--- src/rtl/stack_seq_pkg.sv ---
package stack_seq_pkg;

    localparam int DATA_W  = 8;
    localparam int ADDR_W  = 16;
    localparam int OP_W    = 3;
    localparam int STEP_W  = 3;
    localparam int MASK_BIT  = 2;
    localparam int BREAK_BIT = 4;
    localparam logic [DATA_W-1:0] PS_RESET = 8'h04;

    typedef enum logic [OP_W-1:0] {
        SQ_IRQ  = 3'd0,
        SQ_BRK  = 3'd1,
        SQ_CALL = 3'd2,
        SQ_RTI  = 3'd3,
        SQ_RTS  = 3'd4
    } seq_op_e;

    typedef enum logic [2:0] {
        XF_PUSH_HI,
        XF_PUSH_LO,
        XF_PUSH_PS,
        XF_POP_PS,
        XF_POP_LO,
        XF_POP_HI,
        XF_VEC_LO,
        XF_VEC_HI
    } xfer_e;

    typedef struct packed {
        xfer_e xf;
        logic  last;
    } uop_t;

    function automatic logic op_known(input logic [OP_W-1:0] code);
        return code <= 3'd4;
    endfunction

    function automatic logic xf_push(input xfer_e x);
        return (x == XF_PUSH_HI) || (x == XF_PUSH_LO) || (x == XF_PUSH_PS);
    endfunction

    function automatic logic xf_pop(input xfer_e x);
        return (x == XF_POP_PS) || (x == XF_POP_LO) || (x == XF_POP_HI);
    endfunction

    function automatic logic xf_vec(input xfer_e x);
        return (x == XF_VEC_LO) || (x == XF_VEC_HI);
    endfunction

    // Micro-program: which transfer a given sequence performs at a given step.
    function automatic uop_t uop_at(input seq_op_e code, input logic [STEP_W-1:0] step);
        uop_t u;
        u.xf   = XF_PUSH_HI;
        u.last = 1'b0;
        case (code)
            SQ_IRQ, SQ_BRK: begin
                case (step)
                    3'd0:    u.xf = XF_PUSH_HI;
                    3'd1:    u.xf = XF_PUSH_LO;
                    3'd2:    u.xf = XF_PUSH_PS;
                    3'd3:    u.xf = XF_VEC_LO;
                    default: begin u.xf = XF_VEC_HI; u.last = 1'b1; end
                endcase
            end
            SQ_CALL: begin
                if (step == 3'd0) u.xf = XF_PUSH_HI;
                else begin u.xf = XF_PUSH_LO; u.last = 1'b1; end
            end
            SQ_RTI: begin
                case (step)
                    3'd0:    u.xf = XF_POP_PS;
                    3'd1:    u.xf = XF_POP_LO;
                    default: begin u.xf = XF_POP_HI; u.last = 1'b1; end
                endcase
            end
            default: begin
                if (step == 3'd0) u.xf = XF_POP_LO;
                else begin u.xf = XF_POP_HI; u.last = 1'b1; end
            end
        endcase
        return u;
    endfunction

endpackage

--- src/rtl/stack_seq_ctrl.sv ---
module stack_seq_ctrl
    import stack_seq_pkg::*;
(
    input  logic            clk,
    input  logic            rst,
    input  logic            start,
    input  logic [OP_W-1:0] op,
    output logic            accept,
    output logic            busy,
    output seq_op_e         op_q,
    output uop_t            uop
);

    logic [STEP_W-1:0] step;

    assign accept = !busy && start && op_known(op);
    assign uop    = uop_at(op_q, step);

    always_ff @(posedge clk) begin
        if (rst) begin
            busy <= 1'b0;
            step <= '0;
            op_q <= SQ_IRQ;
        end else if (!busy) begin
            if (accept) begin
                busy <= 1'b1;
                step <= '0;
                op_q <= seq_op_e'(op);
            end
        end else if (uop.last) begin
            busy <= 1'b0;
            step <= '0;
        end else begin
            step <= step + 1'b1;
        end
    end


    op_hold_chk: assert property (@(posedge clk) disable iff (rst)
        (busy && step != '0) |-> $stable(op_q));


    finish_idle_chk: assert property (@(posedge clk) disable iff (rst)
        (busy && uop.last) |=> !busy);

endmodule

--- src/rtl/stack_sp_unit.sv ---
module stack_sp_unit
    import stack_seq_pkg::*;
#(
    parameter logic [DATA_W-1:0] SP_INIT = 8'hFF
)(
    input  logic              clk,
    input  logic              rst,
    input  logic              push,
    input  logic              pop,
    input  logic              page,
    output logic [DATA_W-1:0] sp,
    output logic [ADDR_W-1:0] push_addr,
    output logic [ADDR_W-1:0] pop_addr
);

    localparam int PAGE_PAD = ADDR_W - DATA_W - 1;

    logic [DATA_W-1:0] sp_up;

    assign sp_up     = sp + 1'b1;
    assign push_addr = {{PAGE_PAD{1'b0}}, page, sp};
    assign pop_addr  = {{PAGE_PAD{1'b0}}, page, sp_up};

    always_ff @(posedge clk) begin
        if (rst)       sp <= SP_INIT;
        else if (push) sp <= sp - 1'b1;
        else if (pop)  sp <= sp_up;
    end


    push_pop_excl_chk: assert property (@(posedge clk) disable iff (rst)
        !(push && pop));

endmodule

--- src/rtl/stack_xfer_dp.sv ---
module stack_xfer_dp
    import stack_seq_pkg::*;
(
    input  logic              clk,
    input  logic              rst,
    input  logic              load,
    input  logic [OP_W-1:0]   op_in,
    input  logic [ADDR_W-1:0] pc_in,
    input  logic [DATA_W-1:0] ps_in,
    input  logic [ADDR_W-1:0] tgt_in,
    input  logic              busy,
    input  seq_op_e           op_q,
    input  uop_t              uop,
    input  logic [DATA_W-1:0] rdata,
    output logic [ADDR_W-1:0] pc_r,
    output logic [DATA_W-1:0] ps_r,
    output logic [ADDR_W-1:0] tgt_r,
    output logic [DATA_W-1:0] wdata,
    output logic              done
);

    logic [DATA_W-1:0] ps_seed;
    logic [ADDR_W-1:0] pc_seed;

    always_comb begin
        ps_seed = ps_in;
        pc_seed = pc_in;
        if (op_in == SQ_IRQ) ps_seed[BREAK_BIT] = 1'b0;
        if (op_in == SQ_BRK) begin
            ps_seed[BREAK_BIT] = 1'b1;
            pc_seed = pc_in + 16'd2;
        end
    end

    always_comb begin
        case (uop.xf)
            XF_PUSH_HI: wdata = pc_r[15:8];
            XF_PUSH_LO: wdata = pc_r[7:0];
            XF_PUSH_PS: wdata = ps_r;
            default:    wdata = '0;
        endcase
    end

    always_ff @(posedge clk) begin
        if (rst) begin
            pc_r  <= '0;
            ps_r  <= PS_RESET;
            tgt_r <= '0;
            done  <= 1'b0;
        end else begin
            done <= busy && uop.last;
            if (load) begin
                pc_r  <= pc_seed;
                ps_r  <= ps_seed;
                tgt_r <= tgt_in;
            end else if (busy) begin
                case (uop.xf)
                    XF_PUSH_PS: ps_r[MASK_BIT] <= 1'b1;
                    XF_PUSH_LO: if (op_q == SQ_CALL) pc_r <= tgt_r;
                    XF_POP_PS:  ps_r <= rdata;
                    XF_POP_LO,
                    XF_VEC_LO:  pc_r[7:0] <= rdata;
                    XF_POP_HI: begin
                        if (op_q == SQ_RTS) pc_r <= {rdata, pc_r[7:0]} + 16'd1;
                        else                pc_r[15:8] <= rdata;
                    end
                    XF_VEC_HI:  pc_r[15:8] <= rdata;
                    default: ;
                endcase
            end
        end
    end


    done_pulse_chk: assert property (@(posedge clk) disable iff (rst)
        done |=> !done);


    mask_set_chk: assert property (@(posedge clk) disable iff (rst)
        (done && (op_q == SQ_IRQ || op_q == SQ_BRK)) |-> ps_r[MASK_BIT]);

endmodule

--- src/rtl/stack_seq.sv ---
module stack_seq
    import stack_seq_pkg::*;
#(
    parameter logic [DATA_W-1:0] SP_INIT   = 8'hFF,
    parameter logic [ADDR_W-1:0] BREAK_VEC = 16'hFFF4
)(
    input  logic              clk,
    input  logic              rst,
    input  logic              start,
    input  logic [OP_W-1:0]   op,
    input  logic              page_sel,
    input  logic [ADDR_W-1:0] tgt_addr,
    input  logic [ADDR_W-1:0] pc_in,
    input  logic [DATA_W-1:0] ps_in,
    input  logic [DATA_W-1:0] mem_rdata,
    output logic              mem_rd,
    output logic              mem_wr,
    output logic [ADDR_W-1:0] mem_addr,
    output logic [DATA_W-1:0] mem_wdata,
    output logic [ADDR_W-1:0] pc_out,
    output logic [DATA_W-1:0] ps_out,
    output logic [DATA_W-1:0] sp_out,
    output logic              busy,
    output logic              done
);

    logic              accept;
    seq_op_e           op_q;
    uop_t              uop;
    logic              page_q;
    logic              do_push;
    logic              do_pop;
    logic [ADDR_W-1:0] push_addr;
    logic [ADDR_W-1:0] pop_addr;
    logic [ADDR_W-1:0] tgt_r;
    logic [ADDR_W-1:0] vec_base;

    stack_seq_ctrl u_ctrl (
        .clk    (clk),
        .rst    (rst),
        .start  (start),
        .op     (op),
        .accept (accept),
        .busy   (busy),
        .op_q   (op_q),
        .uop    (uop)
    );

    always_ff @(posedge clk) begin
        if (rst)         page_q <= 1'b0;
        else if (accept) page_q <= page_sel;
    end

    assign do_push = busy && xf_push(uop.xf);
    assign do_pop  = busy && xf_pop(uop.xf);

    stack_sp_unit #(.SP_INIT(SP_INIT)) u_sp (
        .clk       (clk),
        .rst       (rst),
        .push      (do_push),
        .pop       (do_pop),
        .page      (page_q),
        .sp        (sp_out),
        .push_addr (push_addr),
        .pop_addr  (pop_addr)
    );

    stack_xfer_dp u_dp (
        .clk    (clk),
        .rst    (rst),
        .load   (accept),
        .op_in  (op),
        .pc_in  (pc_in),
        .ps_in  (ps_in),
        .tgt_in (tgt_addr),
        .busy   (busy),
        .op_q   (op_q),
        .uop    (uop),
        .rdata  (mem_rdata),
        .pc_r   (pc_out),
        .ps_r   (ps_out),
        .tgt_r  (tgt_r),
        .wdata  (mem_wdata),
        .done   (done)
    );

    assign vec_base = (op_q == SQ_BRK) ? BREAK_VEC : tgt_r;
    assign mem_wr   = do_push;
    assign mem_rd   = do_pop || (busy && xf_vec(uop.xf));

    always_comb begin
        if (do_push)                          mem_addr = push_addr;
        else if (do_pop)                      mem_addr = pop_addr;
        else if (busy && uop.xf == XF_VEC_LO) mem_addr = vec_base;
        else if (busy && uop.xf == XF_VEC_HI) mem_addr = vec_base + 16'd1;
        else                                  mem_addr = '0;
    end


    one_strobe_chk: assert property (@(posedge clk) disable iff (rst)
        busy |-> (mem_rd ^ mem_wr));


    idle_quiet_chk: assert property (@(posedge clk) disable iff (rst)
        !busy |-> (!mem_rd && !mem_wr));


    push_walk_chk: assert property (@(posedge clk) disable iff (rst)
        (mem_wr && $past(mem_wr)) |->
        (mem_addr == {$past(mem_addr[15:8]), 8'($past(mem_addr[7:0]) - 8'd1)}));


    pop_walk_chk: assert property (@(posedge clk) disable iff (rst)
        (do_pop && $past(do_pop)) |->
        (mem_addr == {$past(mem_addr[15:8]), 8'($past(mem_addr[7:0]) + 8'd1)}));


    page_range_chk: assert property (@(posedge clk) disable iff (rst)
        (do_push || do_pop) |-> (mem_addr[15:9] == 7'd0 && mem_addr[8] == page_sel_at_start));

    logic page_sel_at_start;
    always_ff @(posedge clk) begin
        if (rst)                 page_sel_at_start <= 1'b0;
        else if (!busy && start) page_sel_at_start <= page_sel;
    end

endmodule

--- config.mk ---
export PLATFORM = sky130hd
export DESIGN_NAME = stack_seq
export DESIGN_NICKNAME = d
export VERILOG_FILES = /design/src/rtl/stack_seq_pkg.sv /design/src/rtl/stack_seq_ctrl.sv /design/src/rtl/stack_sp_unit.sv /design/src/rtl/stack_xfer_dp.sv /design/src/rtl/stack_seq.sv
export SDC_FILE = /design/constraint.sdc
export NUM_CORES = 1
export LEC_CHECK = 0
export BUFFER_PORTS_ARGS = -buffer_cell sky130_fd_sc_hd__buf_2
export CAP_MARGIN = 10
export CORE_MARGIN = 3
export CORE_UTILIZATION = 30
export CTS_CLUSTER_SIZE = 40
export DETAILED_ROUTE_END_ITERATION = 10
export GPL_TIMING_DRIVEN = 1
export SYNTH_ARGS = -nofsm -noshare
export SYNTH_HDL_FRONTEND = slang
export SYNTH_SLANG_ARGS = --single-unit
export TNS_END_PERCENT = 50
--- constraint.sdc ---
create_clock -name clk -period 6.9 [get_ports clk]
set_input_delay 1.38 -clock clk [delete_from_list [all_inputs] [get_ports clk]]
set_output_delay 1.38 -clock clk [all_outputs]
set_load 0.1 [all_outputs]
After elaboration in Yosys (flattened, before gate mapping) --
Index checks and enable logic that the tools add are counted.
Word-level totals: bits in registers 57, input bits 55, output and inout bits 60, logic and storage cells 107
Operators by class: $add $sub $neg 6, magnitude comparators 1, equal/unequal tests 17, multiplexer cells 37, bitwise gates (word level) 1, reductions and logical operators 34
Operators with widths (count):
- $mux W16 | 9
- $pmux W8 S3 | 3
- $mux W8 | 6
- $add A16 B1 Y16 const B | 2
- $eq A3 B2 Y1 const B | 6
- $add A16 B2 Y16 const B | 1
- $eq A3 B3 Y1 const B | 5
- $eq A3 B1 Y1 const B | 4
- $logic_not A3 Y1 | 4
- $pmux W3 S4 | 1
- $pmux W4 S3 | 1
- $mux W1 | 10
- $mux W3 | 3
- $add A8 B1 Y8 const B | 1
- $logic_and A1 B1 Y1 | 8
- $reduce_bool A4 Y1 | 2
- $sub A8 B1 Y8 const B | 1
- $logic_or A1 B1 Y1 | 6
- $ne A3 B2 Y1 const B | 2
- $pmux W3 S2 | 1
- $reduce_and A2 Y1 | 3
- $reduce_bool A2 Y1 | 3
- $reduce_or A2 Y1 | 3
- $mux W5 | 1
- other kinds (10) | 10

Logic depth before layout (Yosys ltp) --
Gate-level depths: netlist of the first run.
word-level depth 10, depth in mapped cells 12, depth with buffers taken out 10

Cells and area by module --
A second synthesis of the first run with hierarchy kept.
Second synthesis, totals: cells, all modules 662, area, all modules 5058.6 µm²
By module, submodules not included:
- stack_xfer_dp | times used 1, cells each 362, area an instance 2808.9 µm², sequential area each 820.8 µm²
- stack_seq | times used 1, cells each 146, area an instance 944.7 µm², sequential area each 20.0 µm²
- stack_sp_unit | times used 1, cells each 95, area an instance 768.2 µm², sequential area each 160.2 µm²
- stack_seq_ctrl | times used 1, cells each 59, area an instance 536.8 µm², sequential area each 140.1 µm²

Worst setup path before layout of the first run --
OpenSTA, ideal clock, no wires.
path kind flip-flop to output port, start point register u_sp.sp[0], end point output port mem_addr[6], arrival 5.234 ns, data required time 5.520 ns, path slack 0.286 ns, cell stages (with the launch flop) 5, buffers on the path 0, cell sequence dfxtp_1 > ha_1 > and3_1 > nand3_1 > o311ai_0
Between the ends: longest elaborated chain between the ends 3
Ends and longest elaborated chain:
- start: declaration | line stack_sp_unit.sv:11 | output logic [DATA_W-1:0] sp,
- start signal: assignment | line stack_sp_unit.sv:26 | else if (push) sp <= sp - 1'b1;
- start signal: assignment | line stack_sp_unit.sv:27 | else if (pop) sp <= sp_up;
- $add A8 B1 Y8 | line stack_sp_unit.sv:20 | assign sp_up = sp + 1'b1;
- $mux W16 | line stack_seq.sv:93 | else if (do_pop) mem_addr = pop_addr;
- $mux W16 | line stack_seq.sv:92 | if (do_push) mem_addr = push_addr;
- end: declaration | line stack_seq.sv:18 | output logic [ADDR_W-1:0] mem_addr,
Every way passes these cells.

Worst setup path in the final report of the first run --
start point register u_ctrl.step[1], end point output port mem_wdata[2]
Between the ends: longest elaborated chain between the ends 5, elaborated cells on any way between the ends 13, those cells by class 5 x eq/ne; 6 x mux; 2 x reduce/logical
Ends and longest elaborated chain:
- start: declaration | line stack_seq_ctrl.sv:14 | logic [STEP_W-1:0] step;
- start signal: assignment | line stack_seq_ctrl.sv:34 | step <= step + 1'b1;
- $eq A3 B2 Y1 (tied with other cells) | line stack_seq_pkg.sv:58 | case (step)
- $pmux W3 S4 (tied with other cells) | line stack_seq_pkg.sv:58
- $pmux W4 S3 (*) | line stack_seq_pkg.sv:56 | case (code)
- $eq A3 B2 Y1 (tied with other cells) | line stack_xfer_dp.sv:36 | case (uop.xf)
- $pmux W8 S3 (*) | line stack_xfer_dp.sv:36
- end: declaration | line stack_seq.sv:19 | output logic [DATA_W-1:0] mem_wdata,
Every way passes the cells marked *; elsewhere a longest branch is shown, timed or not.

==> results.yml, run 1 <==
yosys:
  ys_top_cells_by_area: "dfxtp_1 26%, nand2_1 9.4%, a21oi_1 6.5%"
  synth.area.mux_share_pct: 2.49
  synth_largest_area_cell: "dfxtp_1"
  synth_compound_area_share_pct: 29.0
  netlist-cell-type-count: 67
  async_flop_share_pct: 0
  yosys-top-cells-count: "111 x nand2_1, 57 x a21oi_1, 57 x dfxtp_1, 54 x nor2_1, 42 x o21ai_0"
  yosysMostFrequentCell: "nand2_1"
  synthXorXnorAreaFrac_pct: 5.75
  synth-edff-count: 0
  yosysTopAreaCellShare_pct: 25.8
  synthesis.nets: 695
  ys_seq_elements: 57
  synthFlopType: "dfxtp_1"
  syn_inst: 631
  synth_top_family_by_area: "compound AO/OA/AOI/OAI gates"
  synth-simple-area-share_pct: 28.7
  syn_avg_cell_area_um2: 7.00
  syn_area_um2: 4420
  yosysSeqAreaShare_pct: 25.8
  synth_fa_ha_area_share_pct: 2.55
  ys_warn_count: 0
sta:
  hold_viol: 0
  slew_headroom_pct: 25.9
  finalSetupViolCount: 0
  fin_crit_sh_pct: 70.8
  setup_ws_ns: 2.02
  period_needed_ns: 4.88
  fin_skew_ns: 0.00774
  fin_setup_tns_ns: 0
  rsz0062_at_grt: "no"
  timing.fmax_mhz: 205
  hold_slack_ns: 0.464
  slew_viol_final: 0
  tightest_slew_ns: 1.10
clock_network:
  holdBufCountCts: 0
  clockBufferDepth: 2
  cts_root_buf: "clkbuf_16"
  cts.clk_slew.worst_paths_ns: 0.06
  cts_tree: "done"
  cts_sinks: 57
  insertion_delay_ns: 0.33
  numCtsBuffers: 9
  cts_setup_buffers: 0
  cts_resized: 0
  cts-htree-levels: 3
power:
  p_seq_share_pct: 30.0
  p_leak_nw: 2.10
  irDropWorstVdd_mv: 0.121
  p_int_uw: 746
  power_density_nw_per_um2: 244
  p_switching_uw: 567
  netSwitchingFraction_pct: 43.2
  p_total_mw: 1.31
  p_clk_share_pct: 34.4
  comb_power_share_pct: 35.6
critical_path:
  crit_arrival_ns: 3.50
  start_kind: "flop"
  worst-endpoint-required_ns: 5.52
  crit_path_end_kind: "output port"
  crit_fanout: 9
  worst-setup-path-type: "reg -> out"
finish:
  insertedDiodeCount: 0
  nFillCells: 1564
  drive_gt1_share_pct: 19.4
  fin_nets: 787
  syn2layout_area_growth_pct: 21.8
drt:
  drt_first_pass_iters: 5
  wirelength_um: 16400
  vias: 5079
  vias_per_cell: 5.59
  ant_nets: 0
  drc: 0
  drt-wirelength-per-cell_um: 18.0
  drt_iter0_drc: 524
floorplanning:
  fp-row-count: 43
  dieHeight_um: 127
  initial_utilization_pct: 31.2
  dieArea_um2: 16200
  fp.dieW_um: 127
  ios: 115
  core_area_um2: 14100
place:
  hpwlAfterDp_um: 12400
  routabilityCongestion: 0.974
  port_buffers: 114
  place_ws_ns: 2.39
grt:
  track_usage_pct: 20.2
  grt_max_degree: 50
  grt_pass1_vias: 4694
  grt_pass1_wl_um: 26200
  gr-total-overflow: 0
  antenna_found_initial: 0
run_status:
  status: "finished, final reports clean"
min_path:
  hp-class: "reg -> reg"
job:
  max-cap-violations: 0
-- power by group through the flow --
stage	Clock, mW	Combinational, mW	Sequential (mW)
6_report	0.451	0.468	0.394
5_1_grt	0.476	0.497	0.398
4_1_cts	0.457	0.467	0.392
3_5_place_dp	0	0.466	0.399
3_3_place_gp	0	0.465	0.400
2_1_floorplan	0	0.255	0.505
-- final timing paths --
path / startpoint / end / slack, ns / cells past startpoint
setup reg to reg: u_ctrl.step[1]$_SDFFE_PP0P_ / u_dp.pc_r[10]$_SDFFE_PP0P_ / 3.16 / 9
setup / recovery: u_ctrl.step[1]$_SDFFE_PP0P_ / mem_wdata[2] / 2.02 / 9
hold reg to reg: page_q$_SDFFE_PP0P_ / page_q$_SDFFE_PP0P_ / 0.46 / 2
hold / removal: page_q$_SDFFE_PP0P_ / page_q$_SDFFE_PP0P_ / 0.46 / 2
-- worst max-delay path, cell delays in order (launching register included) --
cell,delay (ns)
dfxtp_1,0.46
inv_1,0.10
ha_1,0.25
or3_1,0.36
nand3_1,0.20
nand2_1,0.18
nor3_1,0.89
nand2_1,0.10
o21ai_0,0.15
buf_2,0.48
-- layout by cell type (no fill, tap or decap), drive strengths merged, types with 11 or more instances in the layout --
master and n:
nand2 111, dfxtp 57, clkbuf 11, nor3 15, a21oi 57, buf 117, xor2 12, mux2i 11
a211oi 12, xnor2 17, and3 14, inv 21, a311oi 11, o21ai 44, nor2 54, nand3 30
-- through the flow --
step | std cells | util [%] | area [um2]
after floorplan | 631 | - | 4420
after global placement | 892 | 35.9 | 5080
after detailed placement | 892 | 35.9 | 5080
after CTS | 908 | 38.0 | 5380
after global routing | 908 | 38.0 | 5380
final | 908 | 38.0 | 5380
-- sequential cells by signal (all words and copies together), names as in the netlist --
register,count
u_ctrl.op_q,3
u_dp.pc_r,16
page_q,1
u_dp.ps_r,8
u_dp.tgt_r,16
u_dp.done,1
u_ctrl.busy,1
u_sp.sp,8
u_ctrl.step,3
-- area by class of cell --
type | instances | area, um2 | area share (%)
flip-flops and latches | 57 | 1140 | 21.2
clock buffers | 11 | 243 | 4.51
clock inverters | 5 | 55.1 | 1.02
well taps | 180 | 225 | 4.19
repair buffers | 117 | 593 | 11.0
inverters | 23 | 86.3 | 1.60
multi-input cells | 515 | 3040 | 56.4
-- per-layer routing --
layer  part of all wire [%]  GRT usage, %  vias up
li1                       -             -     2501
met1                     45          27.8     2381
met2                     46          30.7      166
met3                    6.1          4.56       31
met4                    3.2          8.26        0
met5                      0             0        -
-- cells by family (layout without fill, tap and decap cells) --
family / count (synthesis) / after routing
mux: 11 / 11
xor+xnor: 29 / 29
buf+inv: 59 / 156
flops: 57 / 57
fa+ha+maj: 9 / 9
simple gates: 272 / 272
compound gates: 194 / 194
(Power assumes the default switching activity.)
==> inputs of run 2 (changes only) <==
--- a/config.mk
+++ b/config.mk
@@ -5,6 +5,7 @@
 export SDC_FILE = /design/constraint.sdc
 export NUM_CORES = 1
 export LEC_CHECK = 0
+export ABC_AREA = 1
 export BUFFER_PORTS_ARGS = -buffer_cell sky130_fd_sc_hd__buf_2
 export CAP_MARGIN = 10
 export CORE_MARGIN = 3
==> constraint.sdc (replaced) <==
create_clock -name clk -period 4.4 [get_ports clk]
set_input_delay 0.88 -clock clk [delete_from_list [all_inputs] [get_ports clk]]
set_output_delay 0.88 -clock clk [all_outputs]
set_load 0.1 [all_outputs]
==> results.yml, run 2 <==
run_status:
  status: "finished, final reports clean"
yosys:
  synth-simple-area-share_pct: 45.2
  netlist-cell-type-count: 41
  synthXorXnorAreaFrac_pct: 3.52
  syn_area_um2: 4980
  synthesis.nets: 936
  synth.area.mux_share_pct: 0
  yosys-top-cells-count: "286 x nand2_1, 95 x inv_1, 95 x nor2_1, 80 x nand3_1, 57 x dfxtp_1"
  synth-edff-count: 0
  async_flop_share_pct: 0
  ys_warn_count: 0
  ys_top_cells_by_area: "dfxtp_1 23%, nand2_1 22%, nand3_1 8.0%"
  ys_seq_elements: 57
  synth_compound_area_share_pct: 15.3
  yosysMostFrequentCell: "nand2_1"
  yosysSeqAreaShare_pct: 22.9
  syn_avg_cell_area_um2: 5.71
  synth_largest_area_cell: "dfxtp_1"
  synthFlopType: "dfxtp_1"
  synth_fa_ha_area_share_pct: 2.26
  yosysTopAreaCellShare_pct: 22.9
  synth_top_family_by_area: "simple AND/OR/NAND/NOR gates"
  syn_inst: 872
critical_path:
  startpoint: "u_ctrl.op_q[2]$_SDFFE_PP0P_"
  endpoint: "mem_addr[1]"
  start_kind: "flop"
  worst-setup-path-type: "reg -> out"
  r2r_setup_slack_ns: 1.70
  crit_path_end_kind: "output port"
  ff2ff_path_depth: 10
  reg2reg_to: "u_dp.ps_r[0]$_SDFFE_PP0P_"
  worst-endpoint-required_ns: 3.52
  crit_fanout: 22
  crit_arrival_ns: 3.25
  r2r-start: "u_ctrl.op_q[2]$_SDFFE_PP0P_"
clock_network:
  cts_root_buf: "clkbuf_16"
  insertion_delay_ns: 0.34
  cts.clk_slew.worst_paths_ns: 0.06
  clockBufferDepth: 2
  cts_tree: "done"
  numCtsBuffers: 9
  cts_setup_buffers: 0
  cts-htree-levels: 3
  holdBufCountCts: 0
  cts_sinks: 57
floorplanning:
  dieHeight_um: 135
  initial_utilization_pct: 31.0
  core_area_um2: 16100
  dieArea_um2: 18200
  fp.dieW_um: 135
  fp-row-count: 46
  ios: 115
drt:
  drt-wirelength-per-cell_um: 15.0
  ant_nets: 0
  drc: 0
  drt_iter0_drc: 566
  drt_first_pass_iters: 5
  wirelength_um: 18000
  vias: 5867
  vias_per_cell: 4.91
sta:
  slew_headroom_pct: 50.5
  tightest_slew_ns: 0.742
  slew_viol_final: 0
  fin_crit_sh_pct: 93.8
  hold_viol: 0
  timing.fmax_mhz: 242
  fin_setup_tns_ns: 0
  finalSetupViolCount: 0
  rsz0062_at_grt: "no"
  fin_skew_ns: 0.00986
  hold_slack_ns: 0.489
  period_needed_ns: 4.13
place:
  routabilityCongestion: 0.902
  hpwlAfterDp_um: 14000
  placed_cells: 1179
  port_buffers: 114
grt:
  gr-total-overflow: 0
  grt_pass1_vias: 5443
  antenna_found_initial: 0
  grt_pass1_wl_um: 28400
  grt_max_degree: 62
  track_usage_pct: 19.7
finish:
  nFillCells: 1814
  syn2layout_area_growth_pct: 21.1
  instances_no_fill: 1195
  final_cell_mix: "286 x nand2_1, 113 x buf_2, 95 x nor2_1, 95 x inv_1, 79 x nand3_1"
  fin_nets: 1038
  top_regs: "u_dp.pc_r: 16 flops, u_dp.tgt_r: 16 flops"
  drive_gt1_share_pct: 17.7
  final_common_cell: "nand2_1"
  utilization_pct: 37.5
  insertedDiodeCount: 0
power:
  irDropWorstVdd_mv: 0.202
  p_leak_nw: 3.05
  power_density_nw_per_um2: 388
job:
  max-cap-violations: 0
min_path:
  hold_depth: 2
  hp-class: "reg -> reg"
-- run 2: cell count changes after synthesis, sizes merged, moves of 8 or more --
cell,previous run,this run
a211oi,12,0
a221oi,9,0
a311oi,11,0
and3,14,0
clkbuf,26,16
inv,21,107
mux2i,11,0
nand2,111,296
nand3,30,85
nor2,54,99
or3,8,0
xnor2,17,1
-- run 2: cell type report --
class	count	area, um2	share of cell area, %
inverters	108	408	6.77
multi-input cells	680	3310	54.9
well taps	216	270	4.48
repair buffers	118	603	10.0
flip-flops and latches	57	1140	18.9
clock inverters	5	55.1	0.913
clock buffers	11	243	4.03
-- run 2: cell families after synthesis --
group / Yosys count
flops: 57
compound gates: 131
simple gates: 520
xor+xnor: 20
fa+ha+maj: 9
buf+inv: 135
-- run 2: metal layers --
metal	wire length (um)	track usage (%)
met1	8240	26.5
met2	8290	32.6
met3	1120	3.65
met4	306	5.20
met5	0	0
-- run 2: repair_timing --
item,CTS,global route
hold endpoints to repair,0,0
resized for setup,0,1
setup endpoints to repair,0,1
-- run 2: per-stage QoR --
step                      power, mW  cell area, um2  worst slack, ns
after floorplan                1.42            4980           -0.274
after global placement         1.63            5730            0.790
after detailed placement       1.63            5730            0.640
after CTS                      2.36            6030            0.274
after global routing           2.46            6030           0.0210
final                          2.34            6030            0.273
-- run 2: worst min path at each step --
stage	startpoint	endpoint	slack, ns
after CTS	u_dp.tgt_r[13]$_SDFFE_PP0P_	u_dp.tgt_r[13]$_SDFFE_PP0P_	0.49
after floorplan	u_dp.tgt_r[15]$_SDFFE_PP0P_	u_dp.tgt_r[15]$_SDFFE_PP0P_	0.44
after global placement	u_dp.tgt_r[13]$_SDFFE_PP0P_	u_dp.tgt_r[13]$_SDFFE_PP0P_	0.48
final	page_q$_SDFFE_PP0P_	page_q$_SDFFE_PP0P_	0.49
after global routing	u_dp.tgt_r[5]$_SDFFE_PP0P_	u_dp.tgt_r[5]$_SDFFE_PP0P_	0.52
after detailed placement	u_dp.tgt_r[13]$_SDFFE_PP0P_	u_dp.tgt_r[13]$_SDFFE_PP0P_	0.48
-- run 2: critical path: stages, from the launching register on --
cell      delay [ns]
dfxtp_1         0.36
inv_2           0.15
nand3_2         0.37
nand2_2         0.23
nand2_1         0.11
nand3_4         0.19
nand2_1         0.12
nand2_1         0.12
inv_2           0.06
nor3_2          0.49
nand2_1         0.12
o211ai_1        0.12
buf_2           0.45
-- run 2: where the power goes --
group          internal (mW)  switching (mW)  total (mW)
clock network          0.452           0.263       0.715
registers              0.567          0.0548       0.622
logic                  0.204           0.800        1.00
